--- config.mk ---
export PLATFORM = sky130hd
export DESIGN_NAME = loc_timer
export DESIGN_NICKNAME = d
export VERILOG_FILES = /design/src/rtl/loc_timer_pkg.sv /design/src/rtl/loc_timer_div.sv /design/src/rtl/loc_timer_cnt.sv /design/src/rtl/loc_timer_pend.sv /design/src/rtl/loc_timer.sv
export SDC_FILE = /design/constraint.sdc
export NUM_CORES = 1
export LEC_CHECK = 0
export BUFFER_PORTS_ARGS = -buffer_cell sky130_fd_sc_hd__buf_4
export CORE_MARGIN = 4
export CORE_UTILIZATION = 45
export CTS_CLUSTER_SIZE = 8
export DETAILED_ROUTE_END_ITERATION = 6
export PLACE_DENSITY = 0.63
export REMOVE_ABC_BUFFERS = 1
export SLEW_MARGIN = 20
export SYNTH_ARGS = -nofsm -noshare
export SYNTH_HDL_FRONTEND = slang
export SYNTH_SLANG_ARGS = --single-unit
--- constraint.sdc ---
create_clock -name clk_i -period 6.23 [get_ports clk_i]
set_clock_uncertainty 0.15 [all_clocks]
set_input_delay 0.3115 -clock clk_i [delete_from_list [all_inputs] [get_ports clk_i]]
set_output_delay 0.3115 -clock clk_i [all_outputs]
set_load 0.03 [all_outputs]
--- src/rtl/loc_timer_pkg.sv ---
package loc_timer_pkg;
  localparam int unsigned DATA_W     = 32;
  localparam int unsigned ADDR_W     = 4;
  localparam int unsigned NUM_LVT    = 6;
  localparam int unsigned DIV_CODE_W = 3;
  localparam int unsigned PRE_W      = 1 << DIV_CODE_W;
  localparam int unsigned SPUR_W     = 9;
  localparam int unsigned ESR_W      = 8;

  localparam logic [ADDR_W-1:0] A_INIT = 4'd0;
  localparam logic [ADDR_W-1:0] A_CUR  = 4'd1;
  localparam logic [ADDR_W-1:0] A_DIV  = 4'd2;
  localparam logic [ADDR_W-1:0] A_SPUR = 4'd3;
  localparam logic [ADDR_W-1:0] A_ESR  = 4'd4;
  localparam logic [ADDR_W-1:0] A_LVT0 = 4'd5;

  localparam int unsigned LVT_TIMER    = 0;
  localparam int unsigned LVT_ERROR    = 5;
  localparam int unsigned MASK_BIT     = 16;
  localparam int unsigned PERIODIC_BIT = 17;
  localparam int unsigned SW_EN_BIT    = 8;
  localparam int unsigned BADVEC_BIT   = 6;

  function automatic logic [DATA_W-1:0] lvt_wmask(input int unsigned k);
    case (k)
      0:       lvt_wmask = 32'h0003_10FF;
      3, 4:    lvt_wmask = 32'h0001_F7FF;
      default: lvt_wmask = 32'h0001_17FF;
    endcase
  endfunction
endpackage

--- src/rtl/loc_timer_div.sv ---
module loc_timer_div
  import loc_timer_pkg::*;
(
  input  logic                  clk_i,
  input  logic                  rst_ni,
  input  logic                  tick_i,
  input  logic                  clr_i,
  input  logic [DIV_CODE_W-1:0] code_i,
  output logic                  step_o
);
  logic [PRE_W-1:0] pre_q;
  logic [PRE_W-1:0] lim;
  logic [PRE_W:0]   full;

  assign full   = (PRE_W+1)'(1) << ({1'b0, code_i} + (DIV_CODE_W+1)'(1));
  assign lim    = PRE_W'(full - (PRE_W+1)'(1));
  // >= keeps a shrunken divisor from wrapping the prescaler
  assign step_o = tick_i && (pre_q >= lim);

  always_ff @(posedge clk_i or negedge rst_ni) begin
    if (!rst_ni)     pre_q <= '0;
    else if (clr_i)  pre_q <= '0;
    else if (tick_i) pre_q <= step_o ? '0 : pre_q + 1'b1;
  end
endmodule

--- src/rtl/loc_timer_cnt.sv ---
module loc_timer_cnt #(
  parameter int unsigned CNT_W = 32
) (
  input  logic             clk_i,
  input  logic             rst_ni,
  input  logic             load_i,
  input  logic [CNT_W-1:0] load_val_i,
  input  logic [CNT_W-1:0] init_i,
  input  logic             periodic_i,
  input  logic             step_i,
  output logic [CNT_W-1:0] cur_o,
  output logic             expire_o
);
  logic [CNT_W-1:0] cur_q;

  assign cur_o    = cur_q;
  assign expire_o = step_i && !load_i && (cur_q == CNT_W'(1));

  always_ff @(posedge clk_i or negedge rst_ni) begin
    if (!rst_ni) cur_q <= '0;
    else if (load_i) cur_q <= load_val_i;
    else if (step_i && cur_q != '0) begin
      if (cur_q == CNT_W'(1)) cur_q <= periodic_i ? init_i : '0;
      else                    cur_q <= cur_q - 1'b1;
    end
  end
endmodule

--- src/rtl/loc_timer_pend.sv ---
module loc_timer_pend #(
  parameter int unsigned PEND_W = 4
) (
  input  logic              clk_i,
  input  logic              rst_ni,
  input  logic              fire_i,
  input  logic              inject_i,
  output logic              req_o,
  output logic [PEND_W-1:0] backlog_o
);
  logic              req_q, req_mid, req_d;
  logic [PEND_W-1:0] back_q, back_mid, back_d;

  always_comb begin
    req_mid  = req_q;
    back_mid = back_q;
    if (inject_i) begin
      req_mid = (back_q != '0);
      if (back_q != '0) back_mid = back_q - 1'b1;
    end
    req_d  = req_mid;
    back_d = back_mid;
    if (fire_i) begin
      if (!req_mid)             req_d  = 1'b1;
      else if (back_mid != '1)  back_d = back_mid + 1'b1;
    end
  end

  always_ff @(posedge clk_i or negedge rst_ni) begin
    if (!rst_ni) begin
      req_q  <= 1'b0;
      back_q <= '0;
    end else begin
      req_q  <= req_d;
      back_q <= back_d;
    end
  end

  assign req_o     = req_q;
  assign backlog_o = back_q;
endmodule

--- src/rtl/loc_timer.sv ---
module loc_timer
  import loc_timer_pkg::*;
#(
  parameter int unsigned CNT_W  = 32,
  parameter int unsigned PEND_W = 4
) (
  input  logic              clk_i,
  input  logic              rst_ni,
  input  logic              tick_i,
  input  logic              reg_we_i,
  input  logic [ADDR_W-1:0] reg_addr_i,
  input  logic [DATA_W-1:0] reg_wdata_i,
  output logic [DATA_W-1:0] reg_rdata_o,
  input  logic              inj_timer_i,
  input  logic              inj_err_i,
  output logic              timer_irq_o,
  output logic [7:0]        timer_vec_o,
  output logic              err_irq_o,
  output logic [7:0]        err_vec_o
);
  localparam logic [DATA_W-1:0] MASK_ONE = DATA_W'(1) << MASK_BIT;

  logic [CNT_W-1:0]  init_q, cur;
  logic [3:0]        div_q;
  logic [SPUR_W-1:0] spur_q;
  logic [ESR_W-1:0]  esr_q;
  logic              esr_phase_q;
  logic              err_req_q;
  logic [DATA_W-1:0] lvt_q   [NUM_LVT];
  logic [DATA_W-1:0] lvt_new [NUM_LVT];
  logic [NUM_LVT-1:0] lvt_sel, lvt_bad, lvt_masked;
  logic              sw_en, init_wr, div_wr, spur_wr, esr_wr, lvt_bad_any;
  logic              step, expire, timer_fire;
  logic [PEND_W-1:0] backlog;

  assign sw_en   = spur_q[SW_EN_BIT];
  assign init_wr = reg_we_i && reg_addr_i == A_INIT;
  assign div_wr  = reg_we_i && reg_addr_i == A_DIV;
  assign spur_wr = reg_we_i && reg_addr_i == A_SPUR;
  assign esr_wr  = reg_we_i && reg_addr_i == A_ESR;

  for (genvar k = 0; k < NUM_LVT; k++) begin : g_lvt
    assign lvt_sel[k] = reg_we_i && (reg_addr_i == A_LVT0 + ADDR_W'(k));
    assign lvt_new[k] = (reg_wdata_i & lvt_wmask(k)) | (sw_en ? '0 : MASK_ONE);
    assign lvt_bad[k] = lvt_sel[k] && (lvt_new[k][10:8] == 3'd0) && (lvt_new[k][7:0] < 8'd16);
    assign lvt_masked[k] = lvt_q[k][MASK_BIT];

    always_ff @(posedge clk_i or negedge rst_ni) begin
      if (!rst_ni)                                  lvt_q[k] <= MASK_ONE;
      else if (lvt_sel[k])                          lvt_q[k] <= lvt_new[k];
      else if (spur_wr && !reg_wdata_i[SW_EN_BIT])  lvt_q[k] <= lvt_q[k] | MASK_ONE;
    end
  end

  assign lvt_bad_any = |lvt_bad;

  always_ff @(posedge clk_i or negedge rst_ni) begin
    if (!rst_ni) begin
      init_q <= '0;
      div_q  <= '0;
      spur_q <= SPUR_W'(9'h0FF);
    end else begin
      if (init_wr) init_q <= reg_wdata_i[CNT_W-1:0];
      if (div_wr)  div_q  <= reg_wdata_i[3:0] & 4'hB;
      if (spur_wr) spur_q <= reg_wdata_i[SPUR_W-1:0];
    end
  end

  // error status: write toggles phase, second write clears
  always_ff @(posedge clk_i or negedge rst_ni) begin
    if (!rst_ni) begin
      esr_q       <= '0;
      esr_phase_q <= 1'b0;
    end else if (esr_wr) begin
      esr_phase_q <= ~esr_phase_q;
      if (esr_phase_q) esr_q <= '0;
    end else if (lvt_bad_any) begin
      esr_q[BADVEC_BIT] <= 1'b1;
    end
  end

  always_ff @(posedge clk_i or negedge rst_ni) begin
    if (!rst_ni)                   err_req_q <= 1'b0;
    else if (lvt_bad_any && sw_en) err_req_q <= 1'b1;
    else if (inj_err_i)            err_req_q <= 1'b0;
  end

  loc_timer_div i_div (
    .clk_i  (clk_i),
    .rst_ni (rst_ni),
    .tick_i (tick_i),
    .clr_i  (init_wr),
    .code_i ({div_q[3], div_q[1:0]}),
    .step_o (step)
  );

  loc_timer_cnt #(.CNT_W(CNT_W)) i_cnt (
    .clk_i      (clk_i),
    .rst_ni     (rst_ni),
    .load_i     (init_wr),
    .load_val_i (reg_wdata_i[CNT_W-1:0]),
    .init_i     (init_q),
    .periodic_i (lvt_q[LVT_TIMER][PERIODIC_BIT]),
    .step_i     (step),
    .cur_o      (cur),
    .expire_o   (expire)
  );

  assign timer_fire = expire && !lvt_q[LVT_TIMER][MASK_BIT];

  loc_timer_pend #(.PEND_W(PEND_W)) i_pend (
    .clk_i     (clk_i),
    .rst_ni    (rst_ni),
    .fire_i    (timer_fire),
    .inject_i  (inj_timer_i),
    .req_o     (timer_irq_o),
    .backlog_o (backlog)
  );

  always_comb begin
    reg_rdata_o = '0;
    case (reg_addr_i)
      A_INIT:  reg_rdata_o = DATA_W'(init_q);
      A_CUR:   reg_rdata_o = DATA_W'(cur);
      A_DIV:   reg_rdata_o = DATA_W'(div_q);
      A_SPUR:  reg_rdata_o = DATA_W'(spur_q);
      A_ESR:   reg_rdata_o = esr_phase_q ? DATA_W'(esr_q) : '0;
      default: begin
        for (int k = 0; k < NUM_LVT; k++)
          if (reg_addr_i == A_LVT0 + ADDR_W'(k)) reg_rdata_o = lvt_q[k];
      end
    endcase
  end

  assign timer_vec_o = lvt_q[LVT_TIMER][7:0];
  assign err_irq_o   = err_req_q;
  assign err_vec_o   = lvt_q[LVT_ERROR][7:0];
endmodule

After elaboration in Yosys (flattened, before gate mapping) --
Index checks and enable logic that the tools add are counted.
Storage, ports and cells: flip-flop bits (word level) 284, latch bits 0, RAM bits 0, bits in read-only memories 0, bits of input ports 42, output and inout port bits 50, logic and storage cells 135, memories kept 0
Operators by class: add/subtract/negate cells 6, $mul 0, div/mod/pow operators 0, order comparisons 4, equality and inequality tests 13, shift-type cells 1, multiplexer cells 35, bitwise logic cells 4, reductions and logical operators 50
Operators by type and width (number):
- $mux W32 | 16
- $pmux W32 S5 | 1
- $mux W17 | 2
- $eq A32 B1 Y1 const B | 1
- $or A17 B32 Y32 | 1
- $or A18 B32 Y32 | 1
- $reduce_bool A32 Y1 | 1
- $sub A32 B1 Y32 const B | 1
- $logic_and A1 B1 Y1 | 29
- $lt A8 B5 Y1 const B | 3
- $mux W8 | 3
- $mux W4 | 5
- $reduce_bool A2 Y1 | 10
- $or A17 B17 Y17 | 1
- $eq A4 B3 Y1 const B | 4
- $mux W7 | 2
- $eq A4 B4 Y1 const B | 3
- $logic_not A3 Y1 | 3
- $add A8 B1 Y8 const B | 1
- $eq A4 B2 Y1 const B | 2
- $ge A8 B8 Y1 | 1
- $shl A1 B4 Y8 const A | 1
- $sub A8 B1 Y8 const B | 1
- $mux W1 | 6
- 12 further kinds | 14

Logic depth before layout (Yosys ltp) --
depth after elaboration 9, depth in mapped cells 11, depth with buffers taken out 10

Cells and area by module --
From an unflattened synthesis, not the netlist that was laid out.
Unflattened totals: cell total of the unflattened synthesis 994, area, all modules 10341.2 µm²
By module, submodules not included:
- loc_timer | times used 1, cells each 547, area an instance 6660.1 µm², seq. area each 3245.6 µm²
- loc_timer_cnt | times used 1, cells each 337, area an instance 2633.8 µm², seq. area each 800.8 µm²
- loc_timer_div | times used 1, cells each 72, area an instance 676.9 µm², seq. area each 200.2 µm²
- loc_timer_pend | times used 1, cells each 38, area an instance 370.4 µm², seq. area each 125.1 µm²

Worst setup path before layout --
OpenSTA, ideal clock, no wires.
path type input to output, start input reg_addr_i[0], end output reg_rdata_o[13], data arrival time 2160 ps, required time 5768 ps, slack 3609 ps, stages 5, cells stage by stage clkbuf_1 clkbuf_1 clkbuf_1 mux2i_1 o21ai_0
On the way: cells in the longest elaborated chain, start to end 8, elaborated cells between the ends (all ways) 18
Ends and longest elaborated chain:
- start, declared | RTL line loc_timer.sv:11 | input logic [ADDR_W-1:0] reg_addr_i,
- $eq A4 B3 Y1 | RTL line loc_timer.sv:130 | if (reg_addr_i == A_LVT0 + ADDR_W'(k)) reg_rdata_o = lvt_q[k];
- $mux W32 (6 in series) | RTL line loc_timer.sv:130
- $pmux W32 S5 * | RTL line loc_timer.sv:122 | case (reg_addr_i)
- end, declared | RTL line loc_timer.sv:13 | output logic [DATA_W-1:0] reg_rdata_o,
Every way passes the cells marked *; elsewhere a longest branch is shown, timed or not.

Final worst setup path --
start register i_cnt.cur_q[20], in the netlist i_cnt.cur_o[20], end register i_cnt.cur_q[12], in the netlist i_cnt.cur_o[12]
On the way: cells in the longest elaborated chain, start to end 4, elaborated cells between the ends (all ways) 7
Ends and longest elaborated chain:
- start, declared | RTL line loc_timer_cnt.sv:14 | logic [CNT_W-1:0] cur_q;
- start signal, assigned | RTL line loc_timer_cnt.sv:21 | else if (load_i) cur_q <= load_val_i;
- start signal, assigned | RTL line loc_timer_cnt.sv:23 | if (cur_q == CNT_W'(1)) cur_q <= periodic_i ? init_i : '0;
- start signal, assigned | RTL line loc_timer_cnt.sv:24 | else cur_q <= cur_q - 1'b1;
- $eq A32 B1 Y1 | RTL line loc_timer_cnt.sv:23
- $mux W32 | RTL line loc_timer_cnt.sv:23
- $mux W32 | RTL line loc_timer_cnt.sv:22 | else if (step_i && cur_q != '0) begin
- $mux W32 | RTL line loc_timer_cnt.sv:21
Parallel ways exist; a longest one is shown, timed or not. The select of a mux whose other input is x is not followed. A chain may end at the register's enable or synchronous reset.

==> results.txt <==
Routed WL per cell -> 21.0 µm
Final Setup Violations -> 0
Top-Level Pins -> 92
Initial antenna violation count -> 0
Minimum clock period after layout -> 3.36 ns
Layout Nets -> 1092
Vias in the first global route -> 7911
LEAKAGE -> 4.84 nW
Crit path max fanout -> 14
First-pass GRT wire length -> 44.6 mm
Syn Area/Cell -> 9.89 µm²
Min-delay worst type -> primary input to flop
CP Capture Type -> flop
Vias -> 8056
Top-area cell type share of the netlist area -> 41.8%
Most used DFF post-synth -> dfrtp_1
Post-synth EDFFs -> 0
RSZ-0062 raised after global routing -> false
Final Cycle Share -> 53.9%
DRC violations left -> 0
Area growth syn-to-layout -> 16.1%
Cells after Synth -> 967
Post-Place Worst Slack -> 2.92 ns
Global placement routability congestion -> 0.873
CTS tree -> built
Clk buf depth -> 2
Setup crit start kind -> flop
Post-synthesis sequential area ratio -> 45.7%
Post-CTS resize count -> 0
Tightest Pin Transition -> 0.952 ns
Async SR Flop Fraction -> 100%
Drt total wl -> 27.9 mm
Yosys cell types -> 71
Hold WS -> 0.0225 ns
Antenna diode count -> 0
Slew Limit Fails -> 0
Hold Fails Final Rpt -> 0
Row count -> 53
Layout cell share with drive strength beyond 1 -> 25.7%
Total global-route track usage -> 23.5%
CP Class -> flop to flop
Critical path arrival -> 3.59 ns
#FFs+latches synth -> 174
DR vias/cell -> 6.08
Top cells by count, synth -> 160 x dfrtp_1, 154 x nand2_1, 93 x mux2_2
Sum Neg Setup Slack -> 0 ns
Reg clk slew, reported paths -> 0.07 ns
Mapped Area -> 0.00957 mm²
Synth Warn # -> 0
Max-slew headroom -> 36.4%
Post-DRT Antenna Nets -> 0
Most numerous cell in the Yosys netlist -> dfrtp_1
Post-synth top area cell -> dfrtp_1
Pre-antenna DRT Iters -> 5
Setup WS post-layout -> 2.87 ns
PortBufs -> 91
Full die area -> 0.0237 mm²
Sink Count -> 174
Initial core utilization -> 45.7%
Max VDD drop -> 0.183 mV
Pwr Density -> 354 mW/mm²
Largest net degree at the start of global routing -> 81
Number of CTS-inserted buffers -> 17
Chip height -> 154 µm
GR Overflow Total -> 0
CTS root buf -> clkbuf_16
Highest Clock Rate -> 0.298 GHz
Post-detail-place hpwl -> 18.6 mm
Critical Path RT -> 6.46 ns
Skew-Pair Late Insertion Delay -> 0.44 ns
H-tree levels -> 4
Core area -> 0.0210 mm²
Die width -> 154 µm
Max Cap Violations -> 0
First DRT Iteration DRCs -> 633
Status -> complete, no violations
Top cells by area, synth -> dfrtp_1 42%, mux2_2 11%, nand2_1 6.0%
## worst paths after layout
path,start,endpoint,slack [ns],cells past startpoint
max in group asynchronous,rst_ni,lvt_q[77],4.37,3
min reg2reg,esr_phase_q,esr_phase_q,0.35,1
max,i_cnt.cur_o[20],i_cnt.cur_o[12],2.87,7
max reg2reg,i_cnt.cur_o[20],i_cnt.cur_o[12],2.87,7
min in group asynchronous,rst_ni,i_pend.backlog_o[2],0.36,2
min,reg_wdata_i[16],init_q[16],0.02,3
## cells in the final DEF (no fill, tap or decap), types with 6 or more instances in the layout
cell type and instances:
o211ai_1 6, o22ai_1 6, a22oi_1 19, nand4_1 6, dlygate4sd3_1 21, o21ai_0 55
ha_1 13, mux2i_1 14, inv_1 14, nor4_1 13, nor3_1 21, and3_1 6
nand2_1 153, a32o_1 10, a31oi_1 8, dfrtp_1 160, o31ai_1 6, buf_4 103
mux2_2 93, nand3_1 24, clkbuf_16 17, dfstp_2 14, nor2_1 42, a32oi_1 8
a22o_1 25, nand2b_1 8, a21oi_1 46, or4_1 7
## flip-flops by register name (all words and copies together), names as in the netlist, 3 cells and up
register,count
div_q,3
lvt_q,60
i_pend.backlog_o,4
spur_q,9
lvt_masked,6
i_cnt.cur_o,32
i_div.pre_q,8
timer_vec_o,8
init_q,32
err_vec_o,8
## final cells by class
cell class | count | area (µm²)
clock buffer | 22 | 464
clock inverter | 10 | 82.6
fill | 1952 | 9850
inverter | 14 | 52.6
multi-input combinational | 705 | 4800
sequential | 174 | 4370
tap | 275 | 344
timing repair buffer | 125 | 995
## kinds of logic after synthesis
logic type               count (synthesis)  synth area share (%)
AO/OA/AOI/OAI                          249                  18.0
AND/OR/NAND/NOR                        329                  17.2
flip-flops                             174                  45.7
buffers and inverters                   88                  4.41
XOR/XNOR                                 6                 0.549
adder cells (fa/ha/maj)                 13                  1.70
other                                    1                0.0392
multiplexers                           107                  12.4
## routing by layer
| metal | vias up | wire (µm) | GRT usage (%) | part of all wire [%] |
|---|---|---|---|---|
| li1 | 3707 | - | - | - |
| met1 | 4043 | 12600 | 33.5 | 45 |
| met2 | 273 | 13100 | 37.0 | 47 |
| met3 | 33 | 1680 | 4.17 | 6.0 |
| met5 | - | 0 | 0 | 0 |
| met4 | 0 | 481 | 6.48 | 1.7 |
## what timing repair did
item,in CTS,in global routing
hold endpoints to repair,102,0
buffers inserted,0,0
hold buffers,21,0
## power breakdown
part | total (mW) | switching [mW] | internal, mW
clock | 1.01 | 0.476 | 0.538
sequential | 1.74 | 0.296 | 1.44
combinational | 1.18 | 0.676 | 0.504
## worst max-delay path, cell delays in order (launching register included)
cell and delay [ns]:
dfrtp_1 0.44, nor4_1 0.57, nand4_2 0.43, nor4_4 0.90, buf_4 0.36, a22o_1 0.18
a311o_1 0.11, o221a_2 0.17
## per-stage QoR
stage / util [%] / instances / power [mW] / cell area, µm²
floorplan: - / 893 / 2.49 / 9200
global placement: 49.4 / 1272 / 2.89 / 10400
detailed placement: 49.4 / 1272 / 2.92 / 10400
CTS: 53.0 / 1325 / 3.95 / 11100
global route: 53.0 / 1325 / 4.17 / 11100
finish: 53.0 / 1325 / 3.93 / 11100
Note: power is estimated with default switching activity, not from simulation.
